**config.mk**
```make
export PLATFORM = sky130hd
export DESIGN_NAME = byte_rx_fifo
export DESIGN_NICKNAME = d
export VERILOG_FILES = /design/src/rtl/rxq_pkg.sv /design/src/rtl/rxq_align.sv /design/src/rtl/rxq_ctrl.sv /design/src/rtl/rxq_store.sv /design/src/rtl/byte_rx_fifo.sv
export SDC_FILE = /design/constraint.sdc
export NUM_CORES = 1
export LEC_CHECK = 0
export CAP_MARGIN = 20
export CORE_AREA = 2 2 147 149
export CTS_BUF_LIST = sky130_fd_sc_hd__clkbuf_4 sky130_fd_sc_hd__clkbuf_8
export DETAILED_ROUTE_END_ITERATION = 10
export DIE_AREA = 0 0 149 151
export GPL_ROUTABILITY_DRIVEN = 0
export MAX_ROUTING_LAYER = met4
export PLACE_DENSITY = 0.88
export SLEW_MARGIN = 20
export SYNTH_ARGS = -nofsm -noshare
export SYNTH_HDL_FRONTEND = slang
export SYNTH_SLANG_ARGS = --single-unit
```
**constraint.sdc**
```tcl
create_clock -name clk -period 9.3 [get_ports clk]
set_input_delay 1.395 -clock clk [delete_from_list [all_inputs] [get_ports clk]]
set_output_delay 1.395 -clock clk [all_outputs]
set_load 0.01 [all_outputs]
```
**src/rtl/rxq_pkg.sv**
```systemverilog
package rxq_pkg;

    localparam int unsigned WORD_W  = 24;
    localparam int unsigned BYTE_W  = 8;
    localparam int unsigned Q_DEPTH = 10;

    typedef enum logic [1:0] {
        BM_ONE   = 2'b00,
        BM_TWO   = 2'b01,
        BM_THREE = 2'b10,
        BM_ALL   = 2'b11
    } bytemode_e;

    typedef enum logic [1:0] {
        Q_EMPTY,
        Q_PARTIAL,
        Q_FULL,
        Q_FLUSH
    } qstate_e;

endpackage

```
**src/rtl/rxq_align.sv**
```systemverilog
module rxq_align #(
    parameter int unsigned WORD_W = rxq_pkg::WORD_W,
    parameter int unsigned BYTE_W = rxq_pkg::BYTE_W
) (
    input  logic [1:0]        mode,
    input  logic [WORD_W-1:0] raw,
    output logic [WORD_W-1:0] packed_word
);
    import rxq_pkg::*;

    localparam int unsigned NBYTES = WORD_W / BYTE_W;
    localparam int unsigned KEEP_W = $clog2(NBYTES + 1);

    logic [KEEP_W-1:0] keep;

    always_comb begin
        unique case (bytemode_e'(mode))
            BM_ONE:   keep = KEEP_W'(1);
            BM_TWO:   keep = KEEP_W'(2);
            BM_THREE: keep = KEEP_W'(NBYTES);
            BM_ALL:   keep = KEEP_W'(NBYTES);
            default:  keep = KEEP_W'(NBYTES);
        endcase
    end

    // byte k counts down from the most significant lane
    for (genvar k = 0; k < NBYTES; k++) begin : g_lane
        localparam int unsigned HI = WORD_W - 1 - k * BYTE_W;
        assign packed_word[HI -: BYTE_W] =
            (KEEP_W'(k) < keep) ? raw[HI -: BYTE_W] : '0;
    end

endmodule

```
**src/rtl/rxq_ctrl.sv**
```systemverilog
module rxq_ctrl #(
    parameter int unsigned DEPTH = rxq_pkg::Q_DEPTH,
    localparam int unsigned PTR_W = $clog2(DEPTH),
    localparam int unsigned CNT_W = $clog2(DEPTH + 1)
) (
    input  logic             clk,
    input  logic             rst_n,
    input  logic             flush,
    input  logic             push,
    input  logic             pop,
    output logic             wr_en,
    output logic [PTR_W-1:0] wr_ptr,
    output logic [PTR_W-1:0] rd_ptr,
    output logic             not_empty,
    output logic             full,
    output logic             overrun
);
    import rxq_pkg::*;

    localparam logic [CNT_W-1:0] CNT_TOP  = CNT_W'(DEPTH);
    localparam logic [PTR_W-1:0] PTR_LAST = PTR_W'(DEPTH - 1);

    qstate_e          state_q, state_n;
    logic [CNT_W-1:0] count_q, count_n;
    logic             pop_ok, push_ok, drop;

    always_comb begin
        pop_ok  = pop && (count_q != '0) && !flush;
        push_ok = push && !flush && ((count_q != CNT_TOP) || pop_ok);
        drop    = push && !flush && (count_q == CNT_TOP) && !pop_ok;
        count_n = count_q + CNT_W'(push_ok) - CNT_W'(pop_ok);
    end

    assign wr_en = push_ok;

    // next state
    always_comb begin
        state_n = state_q;
        if (flush) begin
            state_n = Q_FLUSH;                                   // flush_any
        end else begin
            unique case (state_q)
                Q_FLUSH:   state_n = push_ok ? Q_PARTIAL : Q_EMPTY; // release
                Q_EMPTY:   state_n = push_ok ? Q_PARTIAL : Q_EMPTY; // first_load
                Q_PARTIAL: begin
                    if (count_n == CNT_TOP)  state_n = Q_FULL;      // fill
                    else if (count_n == '0)  state_n = Q_EMPTY;     // drain
                    else                     state_n = Q_PARTIAL;
                end
                Q_FULL:    state_n = (pop_ok && !push_ok) ? Q_PARTIAL : Q_FULL; // unfill
                default:   state_n = Q_EMPTY;
            endcase
        end
    end

    // state register with occupancy and pointers
    always_ff @(posedge clk or negedge rst_n) begin
        if (!rst_n) begin
            state_q <= Q_EMPTY;
            count_q <= '0;
            wr_ptr  <= '0;
            rd_ptr  <= '0;
        end else if (flush) begin
            state_q <= Q_FLUSH;
            count_q <= '0;
            wr_ptr  <= '0;
            rd_ptr  <= '0;
        end else begin
            state_q <= state_n;
            count_q <= count_n;
            if (push_ok) wr_ptr <= (wr_ptr == PTR_LAST) ? '0 : wr_ptr + 1'b1;
            if (pop_ok)  rd_ptr <= (rd_ptr == PTR_LAST) ? '0 : rd_ptr + 1'b1;
        end
    end

    // registered outputs
    always_ff @(posedge clk or negedge rst_n) begin
        if (!rst_n) begin
            not_empty <= 1'b0;
            full      <= 1'b0;
            overrun   <= 1'b0;
        end else begin
            not_empty <= (state_n == Q_PARTIAL) || (state_n == Q_FULL);
            full      <= (state_n == Q_FULL);
            if (flush)     overrun <= 1'b0;
            else if (drop) overrun <= 1'b1;
        end
    end

endmodule

```
**src/rtl/rxq_store.sv**
```systemverilog
module rxq_store #(
    parameter int unsigned DEPTH  = rxq_pkg::Q_DEPTH,
    parameter int unsigned WORD_W = rxq_pkg::WORD_W,
    localparam int unsigned PTR_W = $clog2(DEPTH)
) (
    input  logic              clk,
    input  logic              rst_n,
    input  logic              clr,
    input  logic              wr_en,
    input  logic [PTR_W-1:0]  wr_ptr,
    input  logic [WORD_W-1:0] wr_data,
    input  logic [PTR_W-1:0]  rd_ptr,
    input  logic              rd_valid,
    output logic [WORD_W-1:0] rd_data
);

    logic [WORD_W-1:0] slot_q [DEPTH];

    always_ff @(posedge clk or negedge rst_n) begin
        if (!rst_n) begin
            for (int i = 0; i < DEPTH; i++) slot_q[i] <= '0;
        end else if (clr) begin
            for (int i = 0; i < DEPTH; i++) slot_q[i] <= '0;
        end else if (wr_en) begin
            for (int i = 0; i < DEPTH; i++)
                if (wr_ptr == PTR_W'(i)) slot_q[i] <= wr_data;
        end
    end

    always_comb begin
        rd_data = '0;
        if (rd_valid)
            for (int i = 0; i < DEPTH; i++)
                if (rd_ptr == PTR_W'(i)) rd_data = slot_q[i];
    end

endmodule

```
**src/rtl/byte_rx_fifo.sv**
```systemverilog
module byte_rx_fifo #(
    parameter int unsigned DEPTH  = rxq_pkg::Q_DEPTH,
    parameter int unsigned WORD_W = rxq_pkg::WORD_W,
    parameter int unsigned BYTE_W = rxq_pkg::BYTE_W
) (
    input  logic              clk,
    input  logic              rst_n,
    input  logic              sw_rst,
    input  logic              if_en,
    input  logic              stop_req,
    input  logic [1:0]        byte_mode,
    input  logic              load,
    input  logic [WORD_W-1:0] shift_word,
    input  logic              rd,
    output logic [WORD_W-1:0] rd_data,
    output logic              not_empty,
    output logic              full,
    output logic              overrun
);

    localparam int unsigned PTR_W = $clog2(DEPTH);

    logic              flush;
    logic              wr_en;
    logic [PTR_W-1:0]  wr_ptr, rd_ptr;
    logic [WORD_W-1:0] packed_word;

    assign flush = sw_rst || !if_en || stop_req;

    rxq_align #(.WORD_W(WORD_W), .BYTE_W(BYTE_W)) u_align (
        .mode        (byte_mode),
        .raw         (shift_word),
        .packed_word (packed_word)
    );

    rxq_ctrl #(.DEPTH(DEPTH)) u_ctrl (
        .clk       (clk),
        .rst_n     (rst_n),
        .flush     (flush),
        .push      (load),
        .pop       (rd),
        .wr_en     (wr_en),
        .wr_ptr    (wr_ptr),
        .rd_ptr    (rd_ptr),
        .not_empty (not_empty),
        .full      (full),
        .overrun   (overrun)
    );

    rxq_store #(.DEPTH(DEPTH), .WORD_W(WORD_W)) u_store (
        .clk      (clk),
        .rst_n    (rst_n),
        .clr      (flush),
        .wr_en    (wr_en),
        .wr_ptr   (wr_ptr),
        .wr_data  (packed_word),
        .rd_ptr   (rd_ptr),
        .rd_valid (not_empty),
        .rd_data  (rd_data)
    );

endmodule

```
# After elaboration in Yosys (flattened, before gate mapping)
# Index checks and enable logic that the tools add are counted.
[op_classes] addsub=4 n_mul=0 n_div=0 order_cmp=3 eq_ne=29 shifts=0 mux=43 n_bitwise=0 n_reduce_logical=46
[op_table] op="2-to-1 mux 24 bit" n=21
[op_table] op="2-to-1 mux 240 bit" n=2
[op_table] op="== test 4 x 3 -> 1 bit, second input constant" n=8
[op_table] op="2-to-1 mux 4 bit" n=7
[op_table] op="nonzero test 2 bit" n=13
[op_table] op="== test 4 bit, second input constant" n=6
[op_table] op="2-to-1 mux 8 bit" n=3
[op_table] op="AND reduction 2 bit" n=10
[op_table] op="== test 4 x 2 -> 1 bit, second input constant" n=4
[op_table] op="logical NOT 4 bit" n=3
[op_table] op="one-hot mux 2 bit (3 select lines)" n=2
[op_table] op="== test 2 bit, second input constant" n=5
[op_table] op="adder 4 x 1 -> 4 bit, second input constant" n=2
[op_table] op="== test 4 x 1 -> 1 bit, second input constant" n=2
[op_table] op="2-to-1 mux 2 bit" n=4
[op_table] op="logical AND 1 bit" n=7
[op_table] op="== test 2 x 1 -> 1 bit, second input constant" n=3
[op_table] op="adder 4 x 1 -> 4 bit" n=1
[op_table] op="logical NOT 1 bit" n=4
[op_table] op="logical NOT 2 bit" n=2
[op_table] op="logical OR 1 bit" n=4
[op_table] op="< comparator 1 x 2 -> 1 bit, first input constant" n=2
[op_table] op="2-to-1 mux 1 bit" n=4
[op_table] op="inequality test 4 bit, second input constant" n=1
[op_table] op="other kinds (4)" n=5
[word_totals] ff_bits=257 latchBits=0 mem_bits_rw=0 rom_bits=0 output_inout_bits=27 wordCells=142 memories=0

# Logic depth before layout (Yosys ltp)
# Gate-level depths: netlist (run 1).
[logic_depth] depth_word=16 mapped_depth=14

# Hierarchy
# A second synthesis (run 1) with hierarchy kept.
[unflattened] cells_unflattened=1545 hier_area_um2=13477.9
[by_module_without_submodules] mod="rxq_store" instances=1 cells_each=1410 area_each_um2=12234.2
[by_module_without_submodules] mod="rxq_ctrl" instances=1 cells_each=108 area_each_um2=1068.5
[by_module_without_submodules] mod="rxq_align" instances=1 cells_each=26 area_each_um2=166.4
[by_module_without_submodules] mod="byte_rx_fifo" instances=1 cells_each=1 area_each_um2=8.8

# Least setup slack after synthesis (run 1)
# Ideal clock, no wire load.
[synth_path] path_kind="input port to flip-flop" startpoint="in stop_req" endpoint="reg u_ctrl.not_empty" arrival_time_ns=4.125 required_ns=9.237 path_slack_ns=5.112 path_stages=13 path_cell_list="nor3b_2 -> buf_4 -> clkbuf_1 -> buf_1 -> o21a_1 -> ha_1 -> fa_1 -> xor2_1 -> xnor2_1 -> nand2_1 -> o41ai_1 -> ha_1 -> inv_1"
[synth_via] elab_chain_len=14 elab_cells_between_ends=21 cone_classes="add/sub: 2; eq/ne: 3; mux: 6; reduce/logical: 10"
[synth_rtl] item="start: declaration" line="byte_rx_fifo.sv:10" text="input logic stop_req,"
[synth_rtl] item="logical OR 1 bit *" line="byte_rx_fifo.sv:28" text="assign flush = sw_rst || !if_en || stop_req;"
[synth_rtl] item="logical NOT 1 bit" line="rxq_ctrl.sv:28, rxq_ctrl.sv:29"
[synth_rtl] item="logical AND 1 bit" line="rxq_ctrl.sv:28" text="pop_ok = pop && (count_q != '0) && !flush;"
[synth_rtl] item="logical OR 1 bit" line="rxq_ctrl.sv:29" text="push_ok = push && !flush && ((count_q != CNT_TOP) || pop_ok);"
[synth_rtl] item="logical AND 1 bit" line="rxq_ctrl.sv:29"
[synth_rtl] item="adder 4 x 1 -> 4 bit" line="rxq_ctrl.sv:31" text="count_n = count_q + CNT_W'(push_ok) - CNT_W'(pop_ok);"
[synth_rtl] item="subtractor 4 x 1 -> 4 bit" line="rxq_ctrl.sv:31"
[synth_rtl] item="logical NOT 4 bit" line="rxq_ctrl.sv:47" text="else if (count_n == '0) state_n = Q_EMPTY;"
[synth_rtl] item="2-to-1 mux 1 bit" line="rxq_ctrl.sv:47"
[synth_rtl] item="2-to-1 mux 2 bit" line="rxq_ctrl.sv:46" text="if (count_n == CNT_TOP) state_n = Q_FULL;"
[synth_rtl] item="one-hot mux 2 bit (3 select lines)" line="rxq_ctrl.sv:42" text="unique case (state_q)"
[synth_rtl] item="2-to-1 mux 2 bit *" line="rxq_ctrl.sv:39" text="if (flush) begin"
[synth_rtl] item="== test 2 x 1 -> 1 bit or == test 2 bit (tied branches)" line="rxq_ctrl.sv:83" text="not_empty <= (state_n == Q_PARTIAL) || (state_n == Q_FULL);"
[synth_rtl] item="logical OR 1 bit *" line="rxq_ctrl.sv:83"
[synth_rtl] item="end signal: assignment" line="rxq_ctrl.sv:83"
[synth_rtl] item="end: declaration" line="rxq_ctrl.sv:14" text="output logic not_empty,"
# Mark *: on every way between the ends. The rest lies on a longest branch, timed or not.
# A chain may end at the register's enable or synchronous reset.

# Final worst setup path (run 1)
[layout_path] startpoint="reg u_ctrl.rd_ptr[1]" endpoint="out rd_data[1]"
[layout_via] elab_chain_len=12 elab_cells_between_ends=21 cone_classes="eq/ne: 9; mux: 11; reduce/logical: 1"
[layout_rtl] item="start: declaration" line="rxq_ctrl.sv:13" text="output logic [PTR_W-1:0] rd_ptr,"
[layout_rtl] item="start signal: assignment" line="rxq_ctrl.sv:72" text="if (pop_ok) rd_ptr <= (rd_ptr == PTR_LAST) ? '0 : rd_ptr + 1'b1;"
[layout_rtl] item="logical NOT 4 bit" line="rxq_store.sv:34" text="if (rd_ptr == PTR_W'(i)) rd_data = slot_q[i];"
[layout_rtl] item="2-to-1 mux 24 bit (9 in a row)" line="rxq_store.sv:34"
[layout_rtl] item="2-to-1 mux 24 bit *" line="rxq_store.sv:34"
[layout_rtl] item="2-to-1 mux 24 bit *" line="rxq_store.sv:32" text="if (rd_valid)"
[layout_rtl] item="end: declaration" line="byte_rx_fifo.sv:15" text="output logic [WORD_W-1:0] rd_data,"
# Marked as above.

==> impl_metrics.tcl, run 1 <==
set metrics [dict create \
    synth_ff_type "dfrtp_1" \
    whs_endpoint "u_store.slot_q[110]" \
    rsz0062_at_grt "no" \
    worstHoldStart "u_store.slot_q[110]" \
    final.period_utilization_pct 57.46 \
    cts_setup_buffers 0 \
    fin_crit_ns 5.344 \
    syn-cell-area_sq_um 12320 \
    drtIter0Drc 1384 \
    ys_types 57 \
    hold_path_class "reg -> reg" \
    drt_first_pass_iters 5 \
    num_vias 10310 \
    grt_pass1_wl_mm 53.39 \
    cts_resized 0 \
    p_per_area_nw_per_um2 163.5 \
    antenna_found_initial 0 \
    yosys.area_share.adder_pct 0.9752 \
    critPathLaunchType "register" \
    cp_cell_sequence "clkinv_1 > nand2_1 > nor2_1 > a22oi_1 > o22ai_1 > clkdlybuf4s50_1" \
    die_area_sq_um 22500 \
    synth_common_cells "dfrtp_1 (257), nand3_1 (216), o21ai_0 (185)" \
    worst_setup_path_end_kind "primary output" \
    synth_top_area_share_pct 52.21 \
    yosys.area.top_type "dfrtp_1" \
    regToRegStartpoint "u_ctrl.count_q[2]" \
    intPower_uw 1737 \
    grt_pass1_vias 10340 \
    holdBufCountCts 0 \
    cts_sinks 257 \
    seq_power_share_pct 50.1 \
    switchingPower_uw 509.9 \
    met3_usage_pct 6.536 \
    synth.most_common_cell "dfrtp_1" \
    slew_headroom_pct 26.34 \
    final_layout_size_suffix_gt1_share_pct 12.55 \
    ios 60 \
    start_util_pct 59.15 \
    grt_max_degree 159 \
    finalNonFillerCells 1550 \
    power.total_uw 2247 \
    clock_path_buffers 3 \
    multi_input_area_sq_um 5245 \
    die_h_um 151 \
    synthCells 1245 \
    drc_errors 0 \
    worstPathArrival_ns 3.95 \
    synth_simple_gate_area_share_pct 14.96 \
    slowest_delay_ns 0.88 \
    worst-setup-path-type "reg -> out" \
    p_comb_share_pct 3.7 \
    fin_setup_tns_ns 0 \
    drv_slew 0 \
    yosys.area_share.xor_xnor_pct 0.4978 \
    reg2reg_setup_slack_ns 5.91 \
    die_x_um 149 \
    n_antenna_cell 0 \
    area_growth_pct 11.60 \
    synth-seq-cells 257 \
    crit_required_ns 7.91 \
    grt.overflow.total 0 \
    root_buffer "clkbuf_8" \
    regArea_sq_um 6437 \
    critical_path.slowest_cell "dfrtp_2" \
    path_buf_inv 2 \
    synth-compound-area-share_pct 19.03 \
    dp.cells 1476 \
    p_leak_uw 0.005443 \
    tightestPinTransition_ns 1.105 \
    yosysWarnings 0 \
    max_freq_ghz 0.1871 \
    h-tree-depth 2 \
    synth.area.top_cells "dfrtp_1 (52%), nand3_1 (8.8%), o21ai_0 (7.5%)" \
    clkLatencyLatePin_ns 0.56 \
    skew_ns 0.03439 \
    setup_violations 0 \
    crit_fanout 41 \
    ant_nets 0 \
    wl_mm 33.05 \
    synth-seq-area-share_pct 52.21 \
    rr_worst_depth 13 \
    clockPowerShare_pct 46.2 \
    cts_made_buffers 42 \
    vias_per_cell 6.652 \
    drv_cap 0 \
    fillers 1539 \
    synth_fp_nets 1287 \
    core_sq_um 20820 \
    peakVddDrop_mv 0.1067 \
    use_met2_pct 48.89 \
    synthMuxAreaShare_pct 7.070 \
    switching_share_pct 22.70 \
    synth_edf_count 0 \
    synth_top_family_by_area "compound AO/OA/AOI/OAI gates" \
    min_path_cells 2 \
    num_rows 53 \
    cts_tree "yes" \
    io_buffer_count 59 \
    path_clk_slew_ns 0.06 \
    hold_viol 0 \
    place_hpwl_mm 18.79 \
    grtUsageMet1_pct 39.69 \
    track_usage_pct 30.98 \
    routedWlPerCell_um 21.32 \
    finalNetCount 1287 \
    grt.busiest_layer "met2" \
    critPathTopFamily "buffers and inverters" \
    async_flop_share_pct 100.0 \
    worst_r2r_endpoint "u_ctrl.not_empty" \
    outcome "complete, no violations" \
    avgSynthCellArea_sq_um 9.893 \
]
[layout make-up]
class	instances	area share, %
Multi-Input combinational cell	844	38.16
Tap cell	275	2.503
Clock buffer	67	6.026
Clock inverter	7	0.5006
Timing Repair Buffer	75	5.298
Sequential cell	257	46.83
Inverter	25	0.6827
[per-stage QoR]
| step | cell area (sq um) | hold slack, ns | setup slack [ns] | util [%] |
|---|---|---|---|---|
| 2_1_floorplan | 12320 | 0.4633 | 5.112 | - |
| 3_3_place_gp | 12850 | 0.4757 | 4.547 | 61.71 |
| 3_5_place_dp | 12850 | 0.4853 | 4.414 | 61.71 |
| 4_1_cts | 13750 | 0.4982 | 4.044 | 66.01 |
| 5_1_grt | 13750 | 0.5198 | 3.819 | 66.01 |
| 6_report | 13750 | 0.4950 | 3.956 | 66.01 |
[sequential cells by signal, indices dropped and copies added, names as in the netlist]
signal	count
u_ctrl.state_q	2
u_ctrl.count_q	4
u_ctrl.rd_ptr	4
u_store.slot_q	240
u_ctrl.overrun	1
u_ctrl.not_empty	1
u_ctrl.wr_ptr	4
u_ctrl.full	1
[metal layers]
metal	vias to the layer above	part of all wire, %
met5	-	0
met4	0	3.2
met3	85	9.8
met2	591	48
met1	5076	39
li1	4558	-
[placed cells by master (no fill, tap or decap), types with 3 or more instances in the layout]
| cell | n |
|---|---|
| clkinv_2 | 4 |
| ha_1 | 8 |
| o21ai_1 | 30 |
| nand4_1 | 5 |
| nor3_1 | 4 |
| nand4b_1 | 3 |
| or3_1 | 5 |
| and2_1 | 6 |
| a22oi_1 | 7 |
| o21ai_0 | 185 |
| clkbuf_8 | 52 |
| o22a_1 | 14 |
| nor2b_1 | 6 |
| nand2_1 | 75 |
| buf_4 | 15 |
| nand3_1 | 216 |
| o21a_1 | 3 |
| dfrtp_1 | 254 |
| inv_1 | 23 |
| a21oi_1 | 72 |
| o21ai_2 | 4 |
| nor2_1 | 47 |
| o22ai_1 | 10 |
| xnor2_1 | 6 |
| clkbuf_4 | 15 |
| mux4_2 | 28 |
| mux2i_1 | 24 |
| clkdlybuf4s50_1 | 58 |
| a31o_2 | 27 |
| o221ai_1 | 30 |
[cell families (layout without fill, tap and decap cells)]
| group | count (synthesis) | in the layout |
|---|---|---|
| adders and majority gates | 9 | 9 |
| AOI/OAI and AO/OA | 395 | 395 |
| and+or+nand+nor | 381 | 381 |
| buffers and inverters | 144 | 174 |
| DFF | 257 | 257 |
| xor gates and xnor gates | 7 | 7 |
| muxes | 52 | 52 |
[power groups by stage]
stage	Sequential, uW	Clock [uW]	Combinational (uW)
final	1130	1040	82.3
after global routing	1120	1100	90.9
after CTS	1130	1040	82.7
after detailed placement	1150	0	82.2
after global placement	1150	0	81.7
after floorplan	1140	0	34.1
[worst reg2reg max path, delay by kind of cell (launching register included)]
family / cells / cell delay [ns]
AO/OA/AOI/OAI: 2 / 0.59
XOR/XNOR: 2 / 0.37
adder cells (fa/ha/maj): 4 / 1.25
buffers and inverters: 2 / 0.16
flip-flops: 1 / 0.36
AND/OR/NAND/NOR: 3 / 0.63
[how the worst max path moves through the flow]
| stage | startpoint | end | slack [ns] | cells past startpoint |
|---|---|---|---|---|
| after floorplan | stop_req | u_ctrl.not_empty | 5.11 | 13 |
| after global placement | stop_req | u_ctrl.not_empty | 4.55 | 12 |
| after detailed placement | stop_req | u_ctrl.not_empty | 4.41 | 12 |
| after CTS | u_ctrl.rd_ptr[1] | rd_data[1] | 4.04 | 6 |
| after global routing | u_ctrl.rd_ptr[1] | rd_data[1] | 3.82 | 6 |
| final | u_ctrl.rd_ptr[1] | rd_data[1] | 3.96 | 6 |
(Power assumes the default switching activity.)
==> inputs of run 2 (changes only) <==
==> constraint.sdc (replaced) <==
create_clock -name clk -period 5.4 [get_ports clk]
set_input_delay 0.81 -clock clk [delete_from_list [all_inputs] [get_ports clk]]
set_output_delay 0.81 -clock clk [all_outputs]
set_load 0.01 [all_outputs]
==> impl_metrics.tcl, run 2 (synthesis results as in run 1) <==
set metrics [dict create \
    layout_common_cells "dfrtp_1 (254), nand3_1 (216), o21ai_0 (185)" \
    tightestPinTransition_ns 1.066 \
    cts_sinks 257 \
    final_layout_size_suffix_gt1_share_pct 12.75 \
    vias_per_cell 6.593 \
    core_sq_um 20820 \
    cts_resized 0 \
    setup_violations 0 \
    peakVddDrop_mv 0.1689 \
    max_freq_ghz 0.2229 \
    path_clk_slew_ns 0.06 \
    grt.overflow.total 0 \
    die_area_sq_um 22500 \
    drc_errors 0 \
    skew_ns 0.01519 \
    cts_setup_buffers 0 \
    start_util_pct 59.15 \
    dp.cells 1479 \
    critPathTopFamily "simple AND/OR/NAND/NOR gates" \
    clkLatencyLatePin_ns 0.55 \
    p_per_area_nw_per_um2 282.8 \
    holdBufCountCts 0 \
    wl_mm 32.75 \
    top_register "u_store.slot_q" \
    drtIter0Drc 1217 \
    slew_headroom_pct 28.89 \
    area_growth_pct 11.91 \
    num_vias 10240 \
    die_h_um 151 \
    critPathLaunchType "register" \
    slowest_delay_ns 0.91 \
    final.period_utilization_pct 83.08 \
    fin_setup_tns_ns 0 \
    finalNonFillerCells 1553 \
    routedWlPerCell_um 21.09 \
    grt_pass1_wl_mm 52.31 \
    die_x_um 149 \
    hold_path_class "in -> async" \
    grt_max_degree 128 \
    largest_reg_flops 240 \
    fin_crit_ns 4.486 \
    antenna_found_initial 0 \
    cts_made_buffers 41 \
    path_buf_inv 1 \
    final_common_cell "dfrtp_1" \
    io_buffer_count 59 \
    root_buffer "clkbuf_8" \
    place_hpwl_mm 18.01 \
    hold_viol 0 \
    ant_nets 0 \
    cts_tree "yes" \
    crit_fanout 12 \
    cp_cell_sequence "nor2b_1 > and2_0 > a21oi_1 > o22a_1 > a21oi_1 > clkdlybuf4s50_1" \
    track_usage_pct 30.53 \
    clock_path_buffers 3 \
    p_leak_uw 0.005461 \
    num_rows 53 \
    ios 60 \
    crit_required_ns 4.59 \
    fillers 1534 \
    rsz0062_at_grt "no" \
    drv_slew 0 \
    critical_path.slowest_cell "and2_0" \
    worst_setup_path_end_kind "primary output" \
    drv_cap 0 \
    grt_pass1_vias 9962 \
    h-tree-depth 2 \
    outcome "complete, no violations" \
    worst-setup-path-type "reg -> out" \
    drt_first_pass_iters 6 \
    worstPathArrival_ns 3.68 \
    finalNetCount 1289 \
    n_antenna_cell 0 \
    crit_top_cell "a21oi_1" \
]
-- run 2: changes by cell type in the layout (fill, tap and decap cells not counted), sizes merged --
cell,before,now
clkbuf,67,69
buf,17,20
clkinv,5,4
inv,25,24
-- run 2: per-layer routing --
layer  GRT usage [%]  wire (um)
met3           5.994       3057
met4           11.95       1116
met1           41.12      13270
met2           46.38      15310
met5               -          0
-- run 2: cell type report --
type                            count  area [sq um]  area share [%]
Timing Repair Buffer               78         754.5           5.474
Clock buffer                       69         855.8           6.209
Multi-Input combinational cell    844          5245           38.05
Clock inverter                      5         52.55          0.3813
Inverter                           25         93.84          0.6808
Sequential cell                   257          6437           46.70
Tap cell                          275         344.1           2.496
-- run 2: final timing paths --
kind                                startpoint                  end  slack [ns]  depth (start not counted)
hold / removal                           rst_n   u_store.slot_q[88]        0.34                          1
min in group clk           u_store.slot_q[185]  u_store.slot_q[185]        0.50                          2
max in group asynchronous                rst_n  u_store.slot_q[216]        3.91                          2
setup / recovery              u_ctrl.rd_ptr[3]          rd_data[13]        0.91                          6
setup reg to reg             u_ctrl.count_q[2]     u_ctrl.not_empty        2.15                         13
hold reg to reg            u_store.slot_q[185]  u_store.slot_q[185]        0.50                          2
-- run 2: metrics by stage --
step	hold WS (ns)	cell area, sq um	total power, uW	worst slack (ns)	utilization (%)
3_5_place_dp	0.4844	12870	2114	1.528	61.81
4_1_cts	0.4022	13780	3911	1.015	66.18
5_1_grt	0.4303	13780	4014	0.8242	66.19
2_1_floorplan	0.4633	12320	2025	1.797	-
6_report	0.3392	13780	3898	0.9137	66.19
3_3_place_gp	0.4760	12870	2113	1.613	61.81
-- run 2: worst reg2reg max path, delay by kind of cell (launching register included) --
family	cells	cell delay, ns
buffers and inverters	2	0.15
AOI/OAI and AO/OA	2	0.57
adders and majority gates	4	1.21
xor gates and xnor gates	2	0.31
DFF	1	0.35
and+or+nand+nor	3	0.59
-- run 2: power breakdown --
part | switching, uW | internal, uW
combinational | 102 | 41.5
sequential | 8.69 | 1930
clock | 773 | 1040
==> inputs of run 3 (changes only) <==
--- a/config.mk
+++ b/config.mk
@@ -6,13 +6,13 @@
 export NUM_CORES = 1
 export LEC_CHECK = 0
 export CAP_MARGIN = 20
-export CORE_AREA = 2 2 147 149
+export CORE_AREA = 2 2 150 152
 export CTS_BUF_LIST = sky130_fd_sc_hd__clkbuf_4 sky130_fd_sc_hd__clkbuf_8
 export DETAILED_ROUTE_END_ITERATION = 10
-export DIE_AREA = 0 0 149 151
+export DIE_AREA = 0 0 152 154
 export GPL_ROUTABILITY_DRIVEN = 0
 export MAX_ROUTING_LAYER = met4
-export PLACE_DENSITY = 0.88
+export PLACE_DENSITY = 0.89
 export SLEW_MARGIN = 20
 export SYNTH_ARGS = -nofsm -noshare
 export SYNTH_HDL_FRONTEND = slang
==> constraint.sdc (replaced) <==
create_clock -name clk -period 4.1 [get_ports clk]
set_input_delay 0.615 -clock clk [delete_from_list [all_inputs] [get_ports clk]]
set_output_delay 0.615 -clock clk [all_outputs]
set_load 0.01 [all_outputs]
==> impl_metrics.tcl, run 3 (synthesis results as in run 1) <==
set metrics [dict create \
    skew_ns 0.01428 \
    slew_headroom_pct 22.91 \
    drv_slew 0 \
    area_growth_pct 12.27 \
    final_layout_size_suffix_gt1_share_pct 13.30 \
    hold_path_class "in -> async" \
    drt_first_pass_iters 7 \
    clockPowerShare_pct 44.6 \
    setup_violations 0 \
    clock_path_buffers 3 \
    worst_r2r_endpoint "u_ctrl.not_empty" \
    final.period_utilization_pct 96.87 \
    rr_worst_depth 13 \
    switchingPower_uw 1133 \
    fin_setup_tns_ns 0 \
    hold_slack_ns 0.1385 \
    drc_errors 0 \
    n_antenna_cell 0 \
    grt.overflow.total 0 \
    path_clk_slew_ns 0.06 \
    power.total_uw 4959 \
    fillers 1609 \
    seq_power_share_pct 51.4 \
    clkLatencyLatePin_ns 0.55 \
    ios 60 \
    grt_pass1_vias 10530 \
    routedWlPerCell_um 21.62 \
    worst_setup_path_end_kind "primary output" \
    wl_mm 33.86 \
    cp_cell_sequence "buf_4 > nor2b_1 > nand2_1 > nor2_1 > a22oi_1 > o22ai_1 > clkdlybuf4s50_1" \
    crit_required_ns 3.48 \
    cts_tree "yes" \
    reg2reg_setup_slack_ns 0.75 \
    vias_per_cell 6.702 \
    start_util_pct 56.79 \
    ant_nets 0 \
    tightestPinTransition_ns 1.156 \
    drtIter0Drc 1479 \
    finalNetCount 1302 \
    peakVddDrop_mv 0.1861 \
    fin_crit_ns 3.972 \
    grt_pass1_wl_mm 54.70 \
    cts_resized 0 \
    root_buffer "clkbuf_8" \
    p_comb_share_pct 3.9 \
    cts_setup_buffers 0 \
    die_h_um 154 \
    p_per_area_nw_per_um2 358.6 \
    largest_reg_flops 240 \
    holdBufCountCts 0 \
    hold_viol 0 \
    top_register "u_store.slot_q" \
    critPathLaunchType "register" \
    layout_common_cells "dfrtp_1 (254), nand3_1 (216), o21ai_0 (185)" \
    num_vias 10500 \
    core_sq_um 21690 \
    post-route-util_pct 63.76 \
    worstPathArrival_ns 3.36 \
    num_rows 54 \
    max_freq_ghz 0.2518 \
    io_buffer_count 59 \
    track_usage_pct 29.78 \
    intPower_uw 3825 \
    slowest_delay_ns 0.67 \
    cts_made_buffers 41 \
    final_common_cell "dfrtp_1" \
    cts_sinks 257 \
    drv_cap 0 \
    die_area_sq_um 23410 \
    die_x_um 152 \
    critical_path.slowest_cell "nor2_1" \
    h-tree-depth 2 \
    worst-setup-path-type "reg -> out" \
    p_leak_uw 0.005492 \
    switching_share_pct 22.86 \
    crit_fanout 44 \
    antenna_found_initial 0 \
    outcome "complete, no violations" \
    rsz0062_at_grt "no" \
    regToRegStartpoint "u_ctrl.count_q[2]" \
    grt_max_degree 175 \
    place_hpwl_mm 19.14 \
]
-- run 3: cell types whose count changed in the layout (fill, tap and decap cells not counted) --
| cell | previous run | this run |
|---|---|---|
| buf_12 | 1 | 4 |
| clkbuf_8 | 54 | 48 |
| buf_4 | 17 | 28 |
| buf_6 | 1 | 0 |
| bufinv_16 | 1 | 0 |
| clkbuf_4 | 15 | 19 |
| clkinv_2 | 3 | 1 |
-- run 3: worst max-delay path, delay by kind of cell, from the launching register on --
family | cells | cell delay [ns]
flip-flops | 1 | 0.41
AO/OA/AOI/OAI | 2 | 0.46
buffers and inverters | 2 | 0.89
AND/OR/NAND/NOR | 3 | 1.05
-- run 3: per-layer routing --
| metal | global-route usage, % | vias to the layer above | wire length [um] |
|---|---|---|---|
| li1 | - | 4581 | - |
| met1 | 39.10 | 5137 | 13120 |
| met2 | 44.96 | 652 | 15820 |
| met3 | 6.962 | 126 | 3651 |
| met4 | 12.64 | 0 | 1265 |
| met5 | - | - | 0 |
-- run 3: how the worst max path moves through the flow --
stage / start / end / slack, ns / cells past startpoint
finish: u_ctrl.rd_ptr[2] / rd_data[11] / 0.13 / 7
global route: u_ctrl.rd_ptr[3] / rd_data[23] / 0.09 / 8
CTS: u_ctrl.rd_ptr[0] / rd_data[11] / 0.24 / 5
detailed placement: rd / u_ctrl.not_empty / 0.32 / 12
global placement: rd / u_ctrl.not_empty / 0.49 / 12
floorplan: stop_req / u_ctrl.not_empty / 0.69 / 13
-- run 3: through the flow --
step	setup WS [ns]	area (sq um)	instances
after global placement	0.4901	13010	1497
after detailed placement	0.3159	13010	1497
after global routing	0.09078	13830	1566
after CTS	0.2442	13830	1566
final	0.1285	13830	1566
after floorplan	0.6915	12320	1245
-- run 3: cell type report --
cell class	instances	area [sq um]	share of cell area, %
repair buffers	91	885.9	6.406
inverters	25	93.84	0.6786
multi-input cells	844	5245	37.93
clock inverters	2	12.51	0.09048
flip-flops and latches	257	6437	46.55
clock buffers	67	803.3	5.809
well taps	280	350.3	2.533
-- run 3: power by group through the flow --
stage / clock network (uW) / logic, uW / registers [uW]
finish: 2210 / 195 / 2550
global route: 2340 / 215 / 2550
CTS: 2220 / 195 / 2550
detailed placement: 0 / 194 / 2590
global placement: 0 / 192 / 2590
floorplan: 0 / 77.2 / 2590
